**src/rtl/muldiv_pkg.sv**
```systemverilog
package muldiv_pkg;
  // Select encoding: matches the opcode least significant bit
  typedef enum logic {
    OP_DIV = 1'b0,
    OP_MUL = 1'b1
  } md_op_e;

  typedef enum logic {
    ST_IDLE = 1'b0,
    ST_RUN  = 1'b1
  } md_state_e;
endpackage

```
**src/rtl/muldiv_mul_step.sv**
```systemverilog
// One shift-add multiply iteration: {hi,lo} holds partial product and multiplier
module muldiv_mul_step #(
  parameter int W = 8
) (
  input  logic [W-1:0] hi_i,
  input  logic [W-1:0] lo_i,
  input  logic [W-1:0] mcand_i,
  output logic [W-1:0] hi_o,
  output logic [W-1:0] lo_o
);
  logic [W:0] sum;

  always_comb begin
    sum  = {1'b0, hi_i} + (lo_i[0] ? {1'b0, mcand_i} : '0);
    hi_o = sum[W:1];
    lo_o = {sum[0], lo_i[W-1:1]};
  end
endmodule

```
**src/rtl/muldiv_div_step.sv**
```systemverilog
// One restoring divide iteration: rem holds partial remainder, quo the dividend/quotient
module muldiv_div_step #(
  parameter int W = 8
) (
  input  logic [W-1:0] rem_i,
  input  logic [W-1:0] quo_i,
  input  logic [W-1:0] dvs_i,
  output logic [W-1:0] rem_o,
  output logic [W-1:0] quo_o
);
  logic [W:0] shifted;
  logic [W:0] diff;
  logic       fits;

  always_comb begin
    shifted = {rem_i, quo_i[W-1]};
    diff    = shifted - {1'b0, dvs_i};
    fits    = (shifted >= {1'b0, dvs_i});
    rem_o   = fits ? diff[W-1:0] : shifted[W-1:0];
    quo_o   = {quo_i[W-2:0], fits};
  end
endmodule

```
**src/rtl/muldiv_ctrl.sv**
```systemverilog
// Sequencer: accepts a start when idle, counts ITER iterations, strobes done
module muldiv_ctrl
  import muldiv_pkg::*;
#(
  parameter int ITER = 8
) (
  input  logic clk,
  input  logic rst_n,
  input  logic start_i,
  input  logic zero_div_i,
  output logic load_o,
  output logic zload_o,
  output logic step_o,
  output logic busy_o,
  output logic done_o
);
  localparam int CW = (ITER > 1) ? $clog2(ITER) : 1;
  localparam logic [CW-1:0] LAST = CW'(ITER - 1);

  md_state_e state_q, state_d;
  logic [CW-1:0] cnt_q, cnt_d;
  logic done_q, done_d;
  logic accept;

  always_comb begin
    accept  = start_i && (state_q == ST_IDLE);
    load_o  = accept && !zero_div_i;
    zload_o = accept && zero_div_i;
    step_o  = (state_q == ST_RUN);
    state_d = state_q;
    cnt_d   = cnt_q;
    done_d  = zload_o;
    if (state_q == ST_RUN) begin
      cnt_d = cnt_q + 1'b1;
      if (cnt_q == LAST) begin
        state_d = ST_IDLE;
        cnt_d   = '0;
        done_d  = 1'b1;
      end
    end else if (load_o) begin
      state_d = ST_RUN;
      cnt_d   = '0;
    end
  end

  // rst_n is expected to deassert synchronously to clk
  always_ff @(posedge clk or negedge rst_n) begin
    if (!rst_n) begin
      state_q <= ST_IDLE;
      cnt_q   <= '0;
      done_q  <= 1'b0;
    end else begin
      state_q <= state_d;
      cnt_q   <= cnt_d;
      done_q  <= done_d;
    end
  end

  assign busy_o = (state_q == ST_RUN);
  assign done_o = done_q;

  p_no_overlap_r9: assert property (@(posedge clk) disable iff (!rst_n)
    !(busy_o && done_o));

  p_run_holds_r6: assert property (@(posedge clk) disable iff (!rst_n)
    (busy_o && cnt_q != LAST) |=> busy_o);

  p_finish_r6: assert property (@(posedge clk) disable iff (!rst_n)
    (busy_o && cnt_q == LAST) |=> (done_o && !busy_o));

  p_ignore_start_r7: assert property (@(posedge clk) disable iff (!rst_n)
    (busy_o && start_i && cnt_q != LAST) |=> (busy_o && cnt_q == $past(cnt_q) + 1'b1));
endmodule

```
**src/rtl/muldiv_unit.sv**
```systemverilog
module muldiv_unit
  import muldiv_pkg::*;
#(
  parameter int W = 8
) (
  input  logic         clk,
  input  logic         rst_n,
  input  logic         start_i,
  input  logic         op_lsb_i,
  input  logic [W-1:0] r0_i,
  input  logic [W-1:0] r1_i,
  input  logic         c_i,
  output logic         busy_o,
  output logic         done_o,
  output logic [W-1:0] r0_o,
  output logic [W-1:0] r1_o,
  output logic         c_o
);
  localparam int ITER = W;

  md_op_e op_q, op_d;
  logic [W-1:0] hi_q, hi_d, lo_q, lo_d, opnd_q, opnd_d;
  logic c_q, c_d;
  logic load, zload, step, zero_div;
  logic [W-1:0] mul_hi, mul_lo, div_rem, div_quo;

  assign zero_div = (md_op_e'(op_lsb_i) == OP_DIV) && (r1_i == '0);

  muldiv_ctrl #(.ITER(ITER)) u_ctrl (
    .clk(clk), .rst_n(rst_n), .start_i(start_i), .zero_div_i(zero_div),
    .load_o(load), .zload_o(zload), .step_o(step),
    .busy_o(busy_o), .done_o(done_o)
  );

  muldiv_mul_step #(.W(W)) u_mul (
    .hi_i(hi_q), .lo_i(lo_q), .mcand_i(opnd_q), .hi_o(mul_hi), .lo_o(mul_lo)
  );

  muldiv_div_step #(.W(W)) u_div (
    .rem_i(hi_q), .quo_i(lo_q), .dvs_i(opnd_q), .rem_o(div_rem), .quo_o(div_quo)
  );

  always_comb begin
    op_d   = op_q;
    hi_d   = hi_q;
    lo_d   = lo_q;
    opnd_d = opnd_q;
    c_d    = c_q;
    if (zload) begin
      op_d = OP_DIV;
      hi_d = '0;
      lo_d = '1;
      c_d  = 1'b1;
    end else if (load) begin
      op_d = md_op_e'(op_lsb_i);
      hi_d = '0;
      if (md_op_e'(op_lsb_i) == OP_MUL) begin
        lo_d   = r1_i;
        opnd_d = r0_i;
        c_d    = c_i;
      end else begin
        lo_d   = r0_i;
        opnd_d = r1_i;
        c_d    = 1'b0;
      end
    end else if (step) begin
      hi_d = (op_q == OP_MUL) ? mul_hi : div_rem;
      lo_d = (op_q == OP_MUL) ? mul_lo : div_quo;
    end
  end

  always_ff @(posedge clk or negedge rst_n) begin
    if (!rst_n) begin
      op_q   <= OP_DIV;
      hi_q   <= '0;
      lo_q   <= '0;
      opnd_q <= '0;
      c_q    <= 1'b0;
    end else begin
      op_q   <= op_d;
      hi_q   <= hi_d;
      lo_q   <= lo_d;
      opnd_q <= opnd_d;
      c_q    <= c_d;
    end
  end

  // Multiply: high half on R0; divide: quotient on R0, remainder on R1
  assign r0_o = (op_q == OP_MUL) ? hi_q : lo_q;
  assign r1_o = (op_q == OP_MUL) ? lo_q : hi_q;
  assign c_o  = c_q;

  p_divzero_r5: assert property (@(posedge clk) disable iff (!rst_n)
    (start_i && !busy_o && !op_lsb_i && r1_i == '0)
      |=> (done_o && !busy_o && r0_o == '1 && r1_o == '0 && c_o));

  p_rem_bound_r4: assert property (@(posedge clk) disable iff (!rst_n)
    (done_o && op_q == OP_DIV && !c_o) |-> (r1_o < opnd_q));

  p_mul_carry_r3: assert property (@(posedge clk) disable iff (!rst_n)
    (start_i && !busy_o && op_lsb_i) |=> (c_o == $past(c_i)));
endmodule

```
**config.mk**
```make
export PLATFORM = sky130hd
export DESIGN_NAME = muldiv_unit
export DESIGN_NICKNAME = d
export VERILOG_FILES = /design/src/rtl/muldiv_pkg.sv /design/src/rtl/muldiv_mul_step.sv /design/src/rtl/muldiv_div_step.sv /design/src/rtl/muldiv_ctrl.sv /design/src/rtl/muldiv_unit.sv
export SDC_FILE = /design/constraint.sdc
export NUM_CORES = 1
export LEC_CHECK = 0
export ABC_AREA = 1
export ABC_CLOCK_PERIOD_IN_PS = 5900
export BUFFER_PORTS_ARGS = -buffer_cell sky130_fd_sc_hd__clkbuf_2
export CORE_ASPECT_RATIO = 1.1
export CORE_MARGIN = 1.5
export CORE_UTILIZATION = 60
export DETAILED_ROUTE_END_ITERATION = 8
export PLACE_DENSITY = 0.83
export REMOVE_ABC_BUFFERS = 1
export SYNTH_ARGS = -nofsm -noshare
export SYNTH_HDL_FRONTEND = slang
export SYNTH_HIERARCHICAL = 1
export SYNTH_SLANG_ARGS = --single-unit
```
**constraint.sdc**
```tcl
create_clock -name clk -period 5.9 [get_ports clk]
set_input_delay 0.59 -clock clk [delete_from_list [all_inputs] [get_ports clk]]
set_output_delay 0.59 -clock clk [all_outputs]
set_load 0.01 [all_outputs]
```
==> results.md <==
- Synth area leaders: dfrtp_1 (26%), nand2_1 (24%), ha_1 (7.9%), nand3_1 (7.1%), inv_1 (6.1%)
- Leading area contributor after synthesis: dfrtp_1
- RePlAce Congestion: 0.886
- Worst Setup End Kind: register
- Clk slew on worst S/H paths: 70 ps
- CTS Buf Count: 5
- Initial antenna violation count: 0
- I/O pin total: 40
- Post-synth EDFFs: 0
- Clock Latency Late Sink: 280 ps
- Pwr/cell area: 616 nW/um^2
- Area Growth Syn to Fin: 6.44%
- Syn Inst Count: 470
- Min Tclk post-route: 2250 ps
- Via count: 2,956
- RSZ-0062 raised after global routing: no
- Final antenna-violating net count: 0
- Die area: 5450 um^2
- Fmax: 0.445 GHz
- Die Y: 77.3 um
- Global-route wire length before repair: 12.4 mm
- Buffers on Ports: 39
- Synth Cell Area: 3010 um^2
- Clock net sink count: 31
- Hold_ws: 367 ps
- Drt wl/cell: 13.2 um
- Setup tns final: 0 ps
- Residual DRC: 0
- CP max FO: 18
- Synth top area share: 0.258
- Startpoint type of the worst setup path: input port
- Resize count post-CTS: 0
- # hold bufs at CTS: 0
- Final WL: 7.21 mm
- Largest net degree at the start of global routing: 34
- Max clock buf depth: 2
- Vias per std cell: 5.41
- Initial core utilization: 0.634
- Worst Path Required: 6100 ps
- Skew final: 4.35 ps
- Drt pass-1 iters: 5
- Fill cells: 413
- Average size of a mapped cell: 6.41 um^2
- Top_reg_cell synth: dfrtp_1
- Core area: 4750 um^2
- Num rows: 26
- Multi-input logic area: 1820 um^2
- Drt initial violations: 150
- Yosys warns: 6
- ANT cells: 0
- Worst setup path category: input port to register
- CTS H-tree depth: 2
- Grt total ovfl: 0
- MaxCap Viol Count: 0
- Final period utilization: 0.381
- Status: completed
- Number of synthesized register bits: 31
- R2r setup slk: 3760 ps
- CTS tree: done
- Min-Delay Path Class: input port to asynchronous set/reset pin
- Die width: 70.6 um
- CP arrival: 2450 ps
- Register area share after synthesis: 0.258
- Reg area: 776 um^2
- Endpoints failing setup: 0
- Fin nets: 531
- Final count of pins violating max slew: 0
- Total GRT Usage: 0.280
- LEAKAGE: 1.89 nW
- Max_slew headroom: 0.484
- CTS root buf: clkbuf_8
- Share of cells above drive strength 1: 0.163
- Worst-margin pin slew: 774 ps
- Fin. Hold Viols: 0
- Maximum vdd ir drop: 272 uV
- Final HPWL from detailed placement: 5.48 mm
- Post-CTS Setup Inserts: 0
- Share of flip-flops with an asynchronous set or reset: 1.00
- Number of global-route vias before repair: 2,820
- Number of library cell types mapped by synthesis: 35
==> stage by stage <==
step | std cells | worst slack (ps) | cell area (um^2) | power, W | utilization
floorplan | 442 | 3870 | 2820 | 0.00140 | -
global placement | 538 | 3490 | 3090 | 0.00170 | 0.650
detailed placement | 538 | 3410 | 3090 | 0.00174 | 0.650
CTS | 546 | 3670 | 3210 | 0.00197 | 0.675
global route | 546 | 3450 | 3210 | 0.00219 | 0.675
finish | 546 | 3650 | 3210 | 0.00197 | 0.675
==> area by class of cell <==
cell class | count | area share
Clock buffer | 6 | 0.0258
Multi-Input combinational cell | 353 | 0.568
Clock inverter | 2 | 0.0109
Sequential cell | 31 | 0.242
Tap cell | 56 | 0.0219
Timing Repair Buffer | 40 | 0.0632
Inverter | 58 | 0.0679
==> cells by family (layout without fill, tap and decap cells) <==
group	Yosys count	count (layout)	synth area share
and+or+nand+nor	278	278	0.410
buffers and inverters	86	106	0.138
AOI/OAI and AO/OA	48	48	0.0848
DFF	31	31	0.258
adders and majority gates	21	21	0.0922
xor gates and xnor gates	6	6	0.0174
==> synth_stat cells (2+ instances only) <==
master	count
nor2_4	4
or2_4	3
buf_2	7
o21ai_2	2
nand3_1	43
buf_6	3
dfrtp_1	31
nand2_1	190
o21ai_0	36
fa_1	2
xnor2_1	4
nor2_2	3
clkbuf_1	2
nand2_2	5
inv_2	8
nand2_4	2
ha_1	19
nand3_2	2
a21oi_1	6
nor2_1	19
buf_4	16
inv_1	49
xor2_1	2
==> metal layers <==
metal / up-vias / track usage / wire length [um]
met4: 0 / 0.0830 / 127
met3: 12 / 0.0407 / 357
li1: 1494 / - / -
met1: 1360 / 0.341 / 3130
met2: 90 / 0.508 / 3590
met5: - / 0 / 0
==> flip-flops by register name, summed over array words and instances (netlist names) <==
register / count
c_o: 1
opnd_q: 8
u_ctrl/done_o: 1
op_q: 1
hi_q: 8
u_ctrl/busy_o: 1
u_ctrl/cnt_q: 3
lo_q: 8
==> placed cells by master (no fill, tap or decap), types with 2 or more instances in the layout <==
cell type,n
nand3_2,2
clkbuf_8,6
inv_2,8
dfrtp_1,31
a21oi_1,6
clkbuf_2,39
nand2_2,5
nor2_1,19
nor2_2,3
nand2_1,190
ha_1,19
o21ai_0,36
inv_1,49
xnor2_1,4
nand3_1,43
nor2_4,4
fa_1,2
o21ai_2,2
xor2_1,2
or2_4,3
nand2_4,2
==> report_power, final <==
group	switching, W	leakage [nW]	total (W)	internal, W
clock	0.0000804	0.0612	0.000217	0.000136
combinational	0.000820	1.44	0.00131	0.000495
sequential	0.000130	0.387	0.000442	0.000312
==> worst max-delay path, cell delays in order <==
cell and delay [ps]:
clkbuf_2 210, or2_1 290, nor3b_1 280, inv_1 110, nand3_1 110, inv_1 80, nor2_4 270, inv_2 100
nor2_4 220, nand2_1 90, o21ai_0 80
==> final timing paths <==
kind                                                     to  depth (start not counted)                   startpoint
worst max register to register          hi_q[7]$_DFFE_PN0P_                         14          lo_q[0]$_DFFE_PN0P_
worst min register to register  u_ctrl/cnt_q[1]$_DFFE_PN0P_                          2  u_ctrl/cnt_q[1]$_DFFE_PN0P_
worst min-delay path            u_ctrl/cnt_q[2]$_DFFE_PN0P_                          1                        rst_n
min in group clk                u_ctrl/cnt_q[1]$_DFFE_PN0P_                          2  u_ctrl/cnt_q[1]$_DFFE_PN0P_
worst max-delay path                    hi_q[1]$_DFFE_PN0P_                         11                     op_lsb_i
max in group asynchronous             opnd_q[5]$_DFFE_PN0P_                          1                        rst_n
Power figures use the tool's default switching activity.
